<file path="config.mk">
export PLATFORM = sky130hd
export DESIGN_NAME = codec_pwr_seq
export DESIGN_NICKNAME = d
export VERILOG_FILES = /design/src/rtl/codec_pwr_pkg.sv /design/src/rtl/cps_sync.sv /design/src/rtl/cps_idle_watch.sv /design/src/rtl/cps_wake_fsm.sv /design/src/rtl/codec_pwr_seq.sv
export SDC_FILE = /design/constraint.sdc
export NUM_CORES = 1
export LEC_CHECK = 0
export BUFFER_PORTS_ARGS = -buffer_cell sky130_fd_sc_hd__buf_4
export CORE_MARGIN = 4
export CORE_UTILIZATION = 40
export DETAILED_ROUTE_END_ITERATION = 12
export GPL_TIMING_DRIVEN = 0
export PLACE_DENSITY = 0.65
export SYNTH_ARGS = -nofsm -noshare
export SYNTH_HDL_FRONTEND = slang
export SYNTH_SLANG_ARGS = --single-unit
</file>
<file path="constraint.sdc">
create_clock -name clk -period 4.56 [get_ports clk]
set_input_delay 0.912 -clock clk [delete_from_list [all_inputs] [get_ports clk]]
set_output_delay 0.912 -clock clk [all_outputs]
set_load 0.03 [all_outputs]
</file>
<file path="src/rtl/codec_pwr_pkg.sv">
package codec_pwr_pkg;

  typedef enum logic [1:0] {
    PS_DOWN   = 2'd0,
    PS_WAKE   = 2'd1,
    PS_ACTIVE = 2'd2
  } pwr_state_t;

endpackage

</file>
<file path="src/rtl/cps_sync.sv">
module cps_sync #(
  parameter int STAGES = 2
) (
  input  logic clk,
  input  logic rst,
  input  logic din,
  output logic dout
);

  logic [STAGES-1:0] chain;

  generate
    if (STAGES == 1) begin : g_one
      always_ff @(posedge clk) begin
        if (rst) chain <= '0;
        else     chain <= din;
      end
    end else begin : g_many
      always_ff @(posedge clk) begin
        if (rst) chain <= '0;
        else     chain <= {chain[STAGES-2:0], din};
      end
    end
  endgenerate

  assign dout = chain[STAGES-1];

endmodule

</file>
<file path="src/rtl/cps_idle_watch.sv">
module cps_idle_watch #(
  parameter int IDLE_LIMIT = 64
) (
  input  logic clk,
  input  logic rst,
  input  logic activity,
  output logic idle
);

  localparam int CW = $clog2(IDLE_LIMIT + 1);
  localparam logic [CW-1:0] LIM = CW'(IDLE_LIMIT);

  logic [CW-1:0] quiet_cnt;

  always_ff @(posedge clk) begin
    if (rst)                  quiet_cnt <= '0;
    else if (activity)        quiet_cnt <= '0;
    else if (quiet_cnt != LIM) quiet_cnt <= quiet_cnt + 1'b1;
  end

  assign idle = (quiet_cnt == LIM);

  // any sync edge restarts the quiet window
  p_idle_clear_r10: assert property (@(posedge clk) disable iff (rst)
    activity |=> !idle);

endmodule

</file>
<file path="src/rtl/cps_wake_fsm.sv">
module cps_wake_fsm
  import codec_pwr_pkg::*;
#(
  parameter int WAKE_EDGES = 2
) (
  input  logic clk,
  input  logic rst,
  input  logic pd_ok,
  input  logic tx_rise,
  input  logic rx_rise,
  input  logic idle,
  output logic pwr_en,
  output logic ana_oe,
  output logic dt_oe
);

  localparam int WW = $clog2(WAKE_EDGES + 1);
  localparam logic [WW-1:0] LAST = WW'(WAKE_EDGES - 1);

  pwr_state_t      state, state_n;
  logic [WW-1:0]   tx_cnt, tx_cnt_n;
  logic            any_rise, drop;

  assign any_rise = tx_rise | rx_rise;
  assign drop     = !pd_ok || (idle && !any_rise);

  always_comb begin
    state_n  = state;
    tx_cnt_n = tx_cnt;
    case (state)
      PS_DOWN: begin
        tx_cnt_n = '0;
        if (pd_ok && any_rise) state_n = PS_WAKE;
      end
      PS_WAKE: begin
        if (drop) begin
          state_n  = PS_DOWN;
          tx_cnt_n = '0;
        end else if (tx_rise) begin
          if (tx_cnt == LAST) state_n = PS_ACTIVE;
          else                tx_cnt_n = tx_cnt + 1'b1;
        end
      end
      PS_ACTIVE: begin
        if (drop) begin
          state_n  = PS_DOWN;
          tx_cnt_n = '0;
        end
      end
      default: begin
        state_n  = PS_DOWN;
        tx_cnt_n = '0;
      end
    endcase
  end

  always_ff @(posedge clk) begin
    if (rst) begin
      state  <= PS_DOWN;
      tx_cnt <= '0;
      pwr_en <= 1'b0;
      ana_oe <= 1'b0;
      dt_oe  <= 1'b0;
    end else begin
      state  <= state_n;
      tx_cnt <= tx_cnt_n;
      pwr_en <= (state_n != PS_DOWN);
      ana_oe <= (state_n != PS_DOWN);
      dt_oe  <= (state_n == PS_ACTIVE);
    end
  end

  // reset parks everything
  p_reset_off_r1: assert property (@(posedge clk)
    rst |=> (!pwr_en && !ana_oe && !dt_oe));

  // pin low wins over every other input
  p_pin_forces_down_r2: assert property (@(posedge clk) disable iff (rst)
    !pd_ok |=> !pwr_en);

  // no wake while the pin is held low
  p_no_wake_pin_low_r3: assert property (@(posedge clk) disable iff (rst)
    (!pwr_en && !pd_ok) |=> !pwr_en);

  // waking needs a sync edge
  p_wake_needs_edge_r4: assert property (@(posedge clk) disable iff (rst)
    (!pwr_en && !any_rise) |=> !pwr_en);

  // data driver turns on only at a transmit edge
  p_dt_on_tx_edge_r5: assert property (@(posedge clk) disable iff (rst)
    $rose(dt_oe) |-> $past(tx_rise));

  // quiet window expiry powers down
  p_idle_down_r6: assert property (@(posedge clk) disable iff (rst)
    (idle && !any_rise) |=> !pwr_en);

  // enable ordering
  p_enable_order_r9: assert property (@(posedge clk) disable iff (rst)
    (dt_oe |-> pwr_en) and (ana_oe == pwr_en));

endmodule

</file>
<file path="src/rtl/codec_pwr_seq.sv">
module codec_pwr_seq #(
  parameter int SYNC_STAGES = 2,
  parameter int IDLE_LIMIT  = 64,
  parameter int WAKE_EDGES  = 2
) (
  input  logic clk,
  input  logic rst,
  input  logic pd_n,
  input  logic fs_tx,
  input  logic fs_rx,
  output logic pwr_en,
  output logic ana_oe,
  output logic dt_oe
);

  localparam int NSYNC = 2;

  logic [NSYNC-1:0] fs_raw, fs_lvl, fs_prev, fs_rise;
  logic             pd_ok, idle;

  assign fs_raw = {fs_rx, fs_tx};

  cps_sync #(.STAGES(SYNC_STAGES)) u_pd_sync (
    .clk (clk),
    .rst (rst),
    .din (pd_n),
    .dout(pd_ok)
  );

  genvar gi;
  generate
    for (gi = 0; gi < NSYNC; gi++) begin : g_fs
      cps_sync #(.STAGES(SYNC_STAGES)) u_sync (
        .clk (clk),
        .rst (rst),
        .din (fs_raw[gi]),
        .dout(fs_lvl[gi])
      );

      always_ff @(posedge clk) begin
        if (rst) fs_prev[gi] <= 1'b0;
        else     fs_prev[gi] <= fs_lvl[gi];
      end

      assign fs_rise[gi] = fs_lvl[gi] & ~fs_prev[gi];

      // a held level yields a single edge
      p_rise_single_r7: assert property (@(posedge clk) disable iff (rst)
        fs_rise[gi] |=> !fs_rise[gi]);
    end
  endgenerate

  cps_idle_watch #(.IDLE_LIMIT(IDLE_LIMIT)) u_idle (
    .clk     (clk),
    .rst     (rst),
    .activity(|fs_rise),
    .idle    (idle)
  );

  cps_wake_fsm #(.WAKE_EDGES(WAKE_EDGES)) u_fsm (
    .clk    (clk),
    .rst    (rst),
    .pd_ok  (pd_ok),
    .tx_rise(fs_rise[0]),
    .rx_rise(fs_rise[1]),
    .idle   (idle),
    .pwr_en (pwr_en),
    .ana_oe (ana_oe),
    .dt_oe  (dt_oe)
  );

endmodule

</file>
==> reports/results.ini, run 1 <==
[setup_path]
r2r_cells = 5
crit_path_frequent_cell = buf_4
reg2reg_slack_ns = 3.01
cp.buffers_inverters = 2
startpoint_type = register
criticalPathCategory = register to output port
r2r_end = u_fsm.tx_cnt[0]
cp_max_fo = 2
crit_required_ns = 3.65
crit_family = flip-flops
critical_path_arrival_ns = 0.90
critPathSlowestCell = dfxtp_1
cp_slowest_stage_delay_ns = 0.33
r2r-start = u_fsm.tx_cnt[1]
endpoint_kind = output port
crit_chain = buf_4 -> buf_4

[status]
outcome = finished clean

[placement]
pre_cts_ws_ns = 2.60
dp_hpwl_mm = 1.10
portBuffers = 7
place_congestion = 0.766
post-place-cells = 128
place_area_um2 = 976

[sta]
hold_violations = 0
max_clock_freq_mhz = 551
rsz0062_at_grt = no
setup_tns_ns = 0
period_minus_slack_ns = 1.82
final.period_utilization_pct = 39.8
timing.slew.headroom_pct = 68.3
hold_ws_ns = 0.449
timing.final.ws_setup_ns = 2.74
clock_skew_ns = 0.00582
worst_slew_pin_slew_ns = 0.475
maxSlewViolCount = 0
final-setup-viol-count = 0

[global_route]
antenna_found_initial = 0
met3_usage_pct = 3.49
grt_pass1_wl_mm = 2.46
grt.busiest_layer = met2
grt_overflow = 0
met2_usage_pct = 18.1
grt_use_total_pct = 11.4
met1_usage_pct = 14.1
grt_max_degree = 13
grt_pass1_vias = 603

[floorplanning]
core_area_mm2 = 0.00204
die_y_um = 55.2
num_rows = 16
design.die.area_mm2 = 0.00304
die_w_um = 55.2
boundaryPins = 8
start_util_pct = 43.6

[clock_network]
clk_latency_ns = 0.30
clk_path_buf_depth = 2
h-tree-depth = 1
cts_resized = 0
hold_buffers = 0
numCtsBuffers = 3
cts.clk_slew.worst_paths_ns = 0.12
root_buffer = clkbuf_4
cts_setup_buffers = 0
cts_tree = built
cts.sinks = 21

[yosys]
synthTopCellsByArea = dfxtp_1 47%, nor2b_1 7.7%, a21oi_1 4.5%, ha_1 4.2%, or3_1 3.5%
synthMostInstantiatedCell = dfxtp_1
syn-num-nets = 102
synth_top_cell_area_share_pct = 47.3
ys.flop_type = dfxtp_1
synth_cell_types = 28
yosysTopAreaCell = dfxtp_1
synth-seq-area-share_pct = 47.3
ys_warn_count = 0
ys_async_sr_fraction_pct = 0
ys_ff_latch = 21
synth_area_um2 = 890
syn-instance-count = 94
synth_edf_count = 0
synth_common_cells = 21 x dfxtp_1, 11 x nor2b_1, 8 x a21oi_1, 6 x nand3_1
avgSynthCellArea_um2 = 9.46

[power]
peakVddDrop_mv = 0.228
total_power_uw = 301
leakage_nw = 0.359
p_per_area_mw_per_mm2 = 300

[final_layout]
diodes = 0
fin_cells = 132
fin_util_pct = 49.1
drive_gt1_share_pct = 13.3
nets = 114
stdcell_area_mm2 = 0.00100
area_delta_synth_final_pct = 12.8

[flow_run]
cap_violations = 0

[detailed_routing]
drtAntennaViolNets = 0
wl_per_cell_um = 11.1
vias = 675
totalWireLength_mm = 1.47
vias_per_cell = 5.11
dr.pass1.iters = 4
drt-initial-drc-count = 10
route.detailed.drc = 0

[worst_hold_path]
hold_path_end = g_fs[1].u_sync.chain[1]
hold_path_class = register to register
hp-start = g_fs[1].u_sync.chain[0]
hold_path_depth = 1

## kinds of logic (layout without fill, tap and decap cells)
| logic type | count (synthesis) | in the layout | share of synthesized area (%) |
|---|---|---|---|
| AO/OA/AOI/OAI | 17 | 17 | 13.5 |
| XOR/XNOR | 4 | 4 | 3.94 |
| adder cells (fa/ha/maj) | 3 | 3 | 4.22 |
| buffers and inverters | 8 | 19 | 3.94 |
| flip-flops | 21 | 21 | 47.3 |
| AND/OR/NAND/NOR | 41 | 41 | 27.1 |
## report_power, final
part / internal (mW) / switching, mW / leakage, nW
combinational: 0.0102 / 0.0107 / 0.170
clock: 0.0327 / 0.0549 / 0.0177
sequential: 0.189 / 0.00386 / 0.171
## worst max-delay path by stage
stage,from,endpoint,cells after the start
after floorplan,rst,u_fsm.state[0],4
after global placement,rst,u_fsm.state[0],5
after detailed placement,rst,u_fsm.state[0],5
after CTS,u_fsm.ana_oe,pwr_en,2
after global routing,u_fsm.ana_oe,pwr_en,2
final,u_fsm.ana_oe,pwr_en,2
## cell usage in the layout (no fill, tap or decap), types with 2 or more instances in the layout
master / netlist / routed
a21oi_1: 8 / 8
buf_4: 1 / 8
clkbuf_1: 3 / 3
clkbuf_4: 0 / 3
dfxtp_1: 21 / 21
ha_1: 3 / 3
inv_1: 3 / 3
nand2_1: 3 / 3
nand2b_1: 3 / 3
nand3_1: 6 / 6
nor2_1: 2 / 2
nor2b_1: 11 / 11
nor3_1: 5 / 5
o21ai_0: 4 / 4
or3_1: 5 / 5
xor2_1: 3 / 3
## cell type report
type / count / area [µm²]
timing repair buffer: 7 / 52.6
clock inverter: 1 / 5.00
clock buffer: 3 / 22.5
buffer: 5 / 23.8
inverter: 3 / 11.3
fill: 203 / 1040
multi-input combinational: 65 / 434
tap: 27 / 33.8
sequential: 21 / 420
## layer usage
| metal | up-vias | share of wire [%] |
|---|---|---|
| met3 | 2 | 3.8 |
| met1 | 310 | 49 |
| li1 | 354 | - |
| met5 | - | 0 |
| met2 | 9 | 46 |
| met4 | 0 | 0.54 |
## state kept, by name (all words and copies together) (netlist names)
| signal | count |
|---|---|
| u_idle.quiet_cnt | 7 |
| g_fs.u_sync.chain | 4 |
| fs_prev | 2 |
| u_fsm.state | 2 |
| u_fsm.tx_cnt | 2 |
| u_pd_sync.chain | 2 |
| u_fsm.ana_oe | 1 |
| u_fsm.dt_oe | 1 |
Note: power is estimated with default switching activity, not from simulation.
==> run 2, diff against run 1 <==
- PLACE_DENSITY: 0.65 -> 0.68
- clock period: 4.56 -> 1.6 ns (I/O delays scaled with it)
==> reports/results.ini, run 2 (synthesis results as in run 1) <==
[status]
outcome = finished clean

[placement]
pre_cts_ws_ns = 0.0509  ; -2.55 ns
post-place-cells = 128  ; unchanged
place_congestion = 0.787  ; +2.8%
dp_hpwl_mm = 1.10  ; -0.63%
portBuffers = 7  ; unchanged

[final_layout]
largest-register = u_idle.quiet_cnt
final_common_cell = dfxtp_1
area_delta_synth_final_pct = 14.9
multiInputGateArea_um2 = 434  ; unchanged
diodes = 0  ; unchanged
largest_reg_flops = 7  ; unchanged
fillers = 202  ; -0.49%
seqCellArea_um2 = 425  ; +1.2%
layout.cells.most_common_list = 19 x dfxtp_1, 11 x nor2b_1, 9 x buf_4
fin_cells = 133  ; +0.76%
top_regs = u_idle.quiet_cnt: 7 flops, g_fs.u_sync.chain: 4 flops
nets = 115  ; +0.88%
drive_gt1_share_pct = 16.0  ; +2.7 points

[detailed_routing]
totalWireLength_mm = 1.47  ; -0.20%
vias = 686  ; +1.6%
wl_per_cell_um = 11.0  ; -0.95%
drtAntennaViolNets = 0  ; unchanged
route.detailed.drc = 0  ; unchanged
vias_per_cell = 5.16  ; +0.87%
dr.pass1.iters = 3  ; -1
drt-initial-drc-count = 7  ; -3

[floorplanning]
num_rows = 16  ; unchanged
die_w_um = 55.2  ; unchanged
boundaryPins = 8  ; unchanged
start_util_pct = 43.6  ; unchanged
design.die.area_mm2 = 0.00304  ; unchanged
die_y_um = 55.2  ; unchanged
core_area_mm2 = 0.00204  ; unchanged

[sta]
final.period_utilization_pct = 97.3
hold_violations = 0  ; unchanged
maxSlewViolCount = 0  ; unchanged
max_clock_freq_mhz = 642
timing.slew.headroom_pct = 69.2  ; +0.90 points
rsz0062_at_grt = yes
setup_tns_ns = 0  ; unchanged
period_minus_slack_ns = 1.56
worst_slew_pin_slew_ns = 0.458  ; -0.0168 ns
clock_skew_ns = 0.000789  ; -0.00503 ns
timing.final.ws_setup_ns = 0.0431  ; -2.70 ns
final-setup-viol-count = 0  ; unchanged
hold_ws_ns = 0.230  ; -0.219 ns

[setup_path]
criticalPathCategory = register to register
startpoint_type = register
endpoint_kind = register
crit_required_ns = 1.78  ; -1.87 ns
cp_slowest_stage_delay_ns = 0.53  ; +0.20 ns
cp.buffers_inverters = 1  ; -1
crit_chain = or4_1 -> buf_6 -> o41ai_4 -> a21oi_1
critical_path_arrival_ns = 1.74  ; +0.84 ns
r2r-start = u_idle.quiet_cnt[2]
critPathSlowestCell = or4_1
worstSetupStartpoint = u_idle.quiet_cnt[2]
cp_max_fo = 6  ; +4
crit_family = simple AND/OR/NAND/NOR gates

[power]
total_power_uw = 858  ; +190%
leakage_nw = 0.367  ; +2.1%
p_per_area_mw_per_mm2 = 839  ; +180%
peakVddDrop_mv = 0.434  ; +90%

[worst_hold_path]
hold_path_class = primary input to register
hp-start = pd_n

[clock_network]
cts.clk_slew.worst_paths_ns = 0.11  ; about the same
cts_tree = built
root_buffer = clkbuf_4
clk_latency_ns = 0.29  ; about the same
cts.sinks = 21  ; unchanged
hold_buffers = 0  ; unchanged
h-tree-depth = 1  ; unchanged
clk_path_buf_depth = 2  ; unchanged
numCtsBuffers = 3  ; unchanged

[global_route]
grt_pass1_vias = 644  ; +6.8%
grt_use_total_pct = 11.9  ; +0.55 points
antenna_found_initial = 0  ; unchanged
grt_pass1_wl_mm = 2.63  ; +7.0%
grt_overflow = 0  ; unchanged
grt_max_degree = 13  ; unchanged

[flow_run]
cap_violations = 0  ; unchanged

## run 2: changes by cell type in the layout (fill, tap and decap cells not counted), sizes merged
cell,before,now
buf,9,10
## run 2: cell type report
| class | instances | share of cell area [%] |
|---|---|---|
| multi-input combinational | 65 | 42.5 |
| sequential | 21 | 41.6 |
| timing repair buffer | 8 | 5.88 |
| tap | 27 | 3.30 |
| buffer | 5 | 2.94 |
| clock buffer | 3 | 2.20 |
| inverter | 3 | 1.10 |
| clock inverter | 1 | 0.490 |
## run 2: through the flow
step	instance area (µm²)	util (%)
after global placement	976	47.8
final	1020	50.1
after floorplan	890	-
after global routing	1020	50.1
after detailed placement	976	47.8
after CTS	1000	49.1
## run 2: layer usage
layer | track usage (%) | share of wire [%] | vias to the layer above
li1 | - | - | 356
met1 | 14.8 | 48 | 318
met2 | 18.9 | 46 | 10
met3 | 3.49 | 4.8 | 2
met4 | 5.67 | 0.89 | 0
met5 | 0 | 0 | -
## run 2: timing repair
action | in CTS | in global routing
setup endpoints to repair | 0 | 5
resized for setup | 0 | 6
buffers inserted | 0 | 1
## run 2: power by group
group	switching [mW]	internal [mW]	total [mW]
Combinational	0.0319	0.0311	0.0629
Clock	0.155	0.0930	0.248
Sequential	0.0106	0.536	0.547
Total	0.197	0.660	0.858
## run 2: path summary, 6_finish.rpt
kind                                  end  slack [ns]  cells past startpoint
setup / recovery          u_fsm.tx_cnt[0]        0.04                      4
hold / removal         u_pd_sync.chain[0]        0.23                      2
setup reg to reg          u_fsm.tx_cnt[0]        0.04                      4
hold reg to reg   g_fs[1].u_sync.chain[1]        0.45                      1
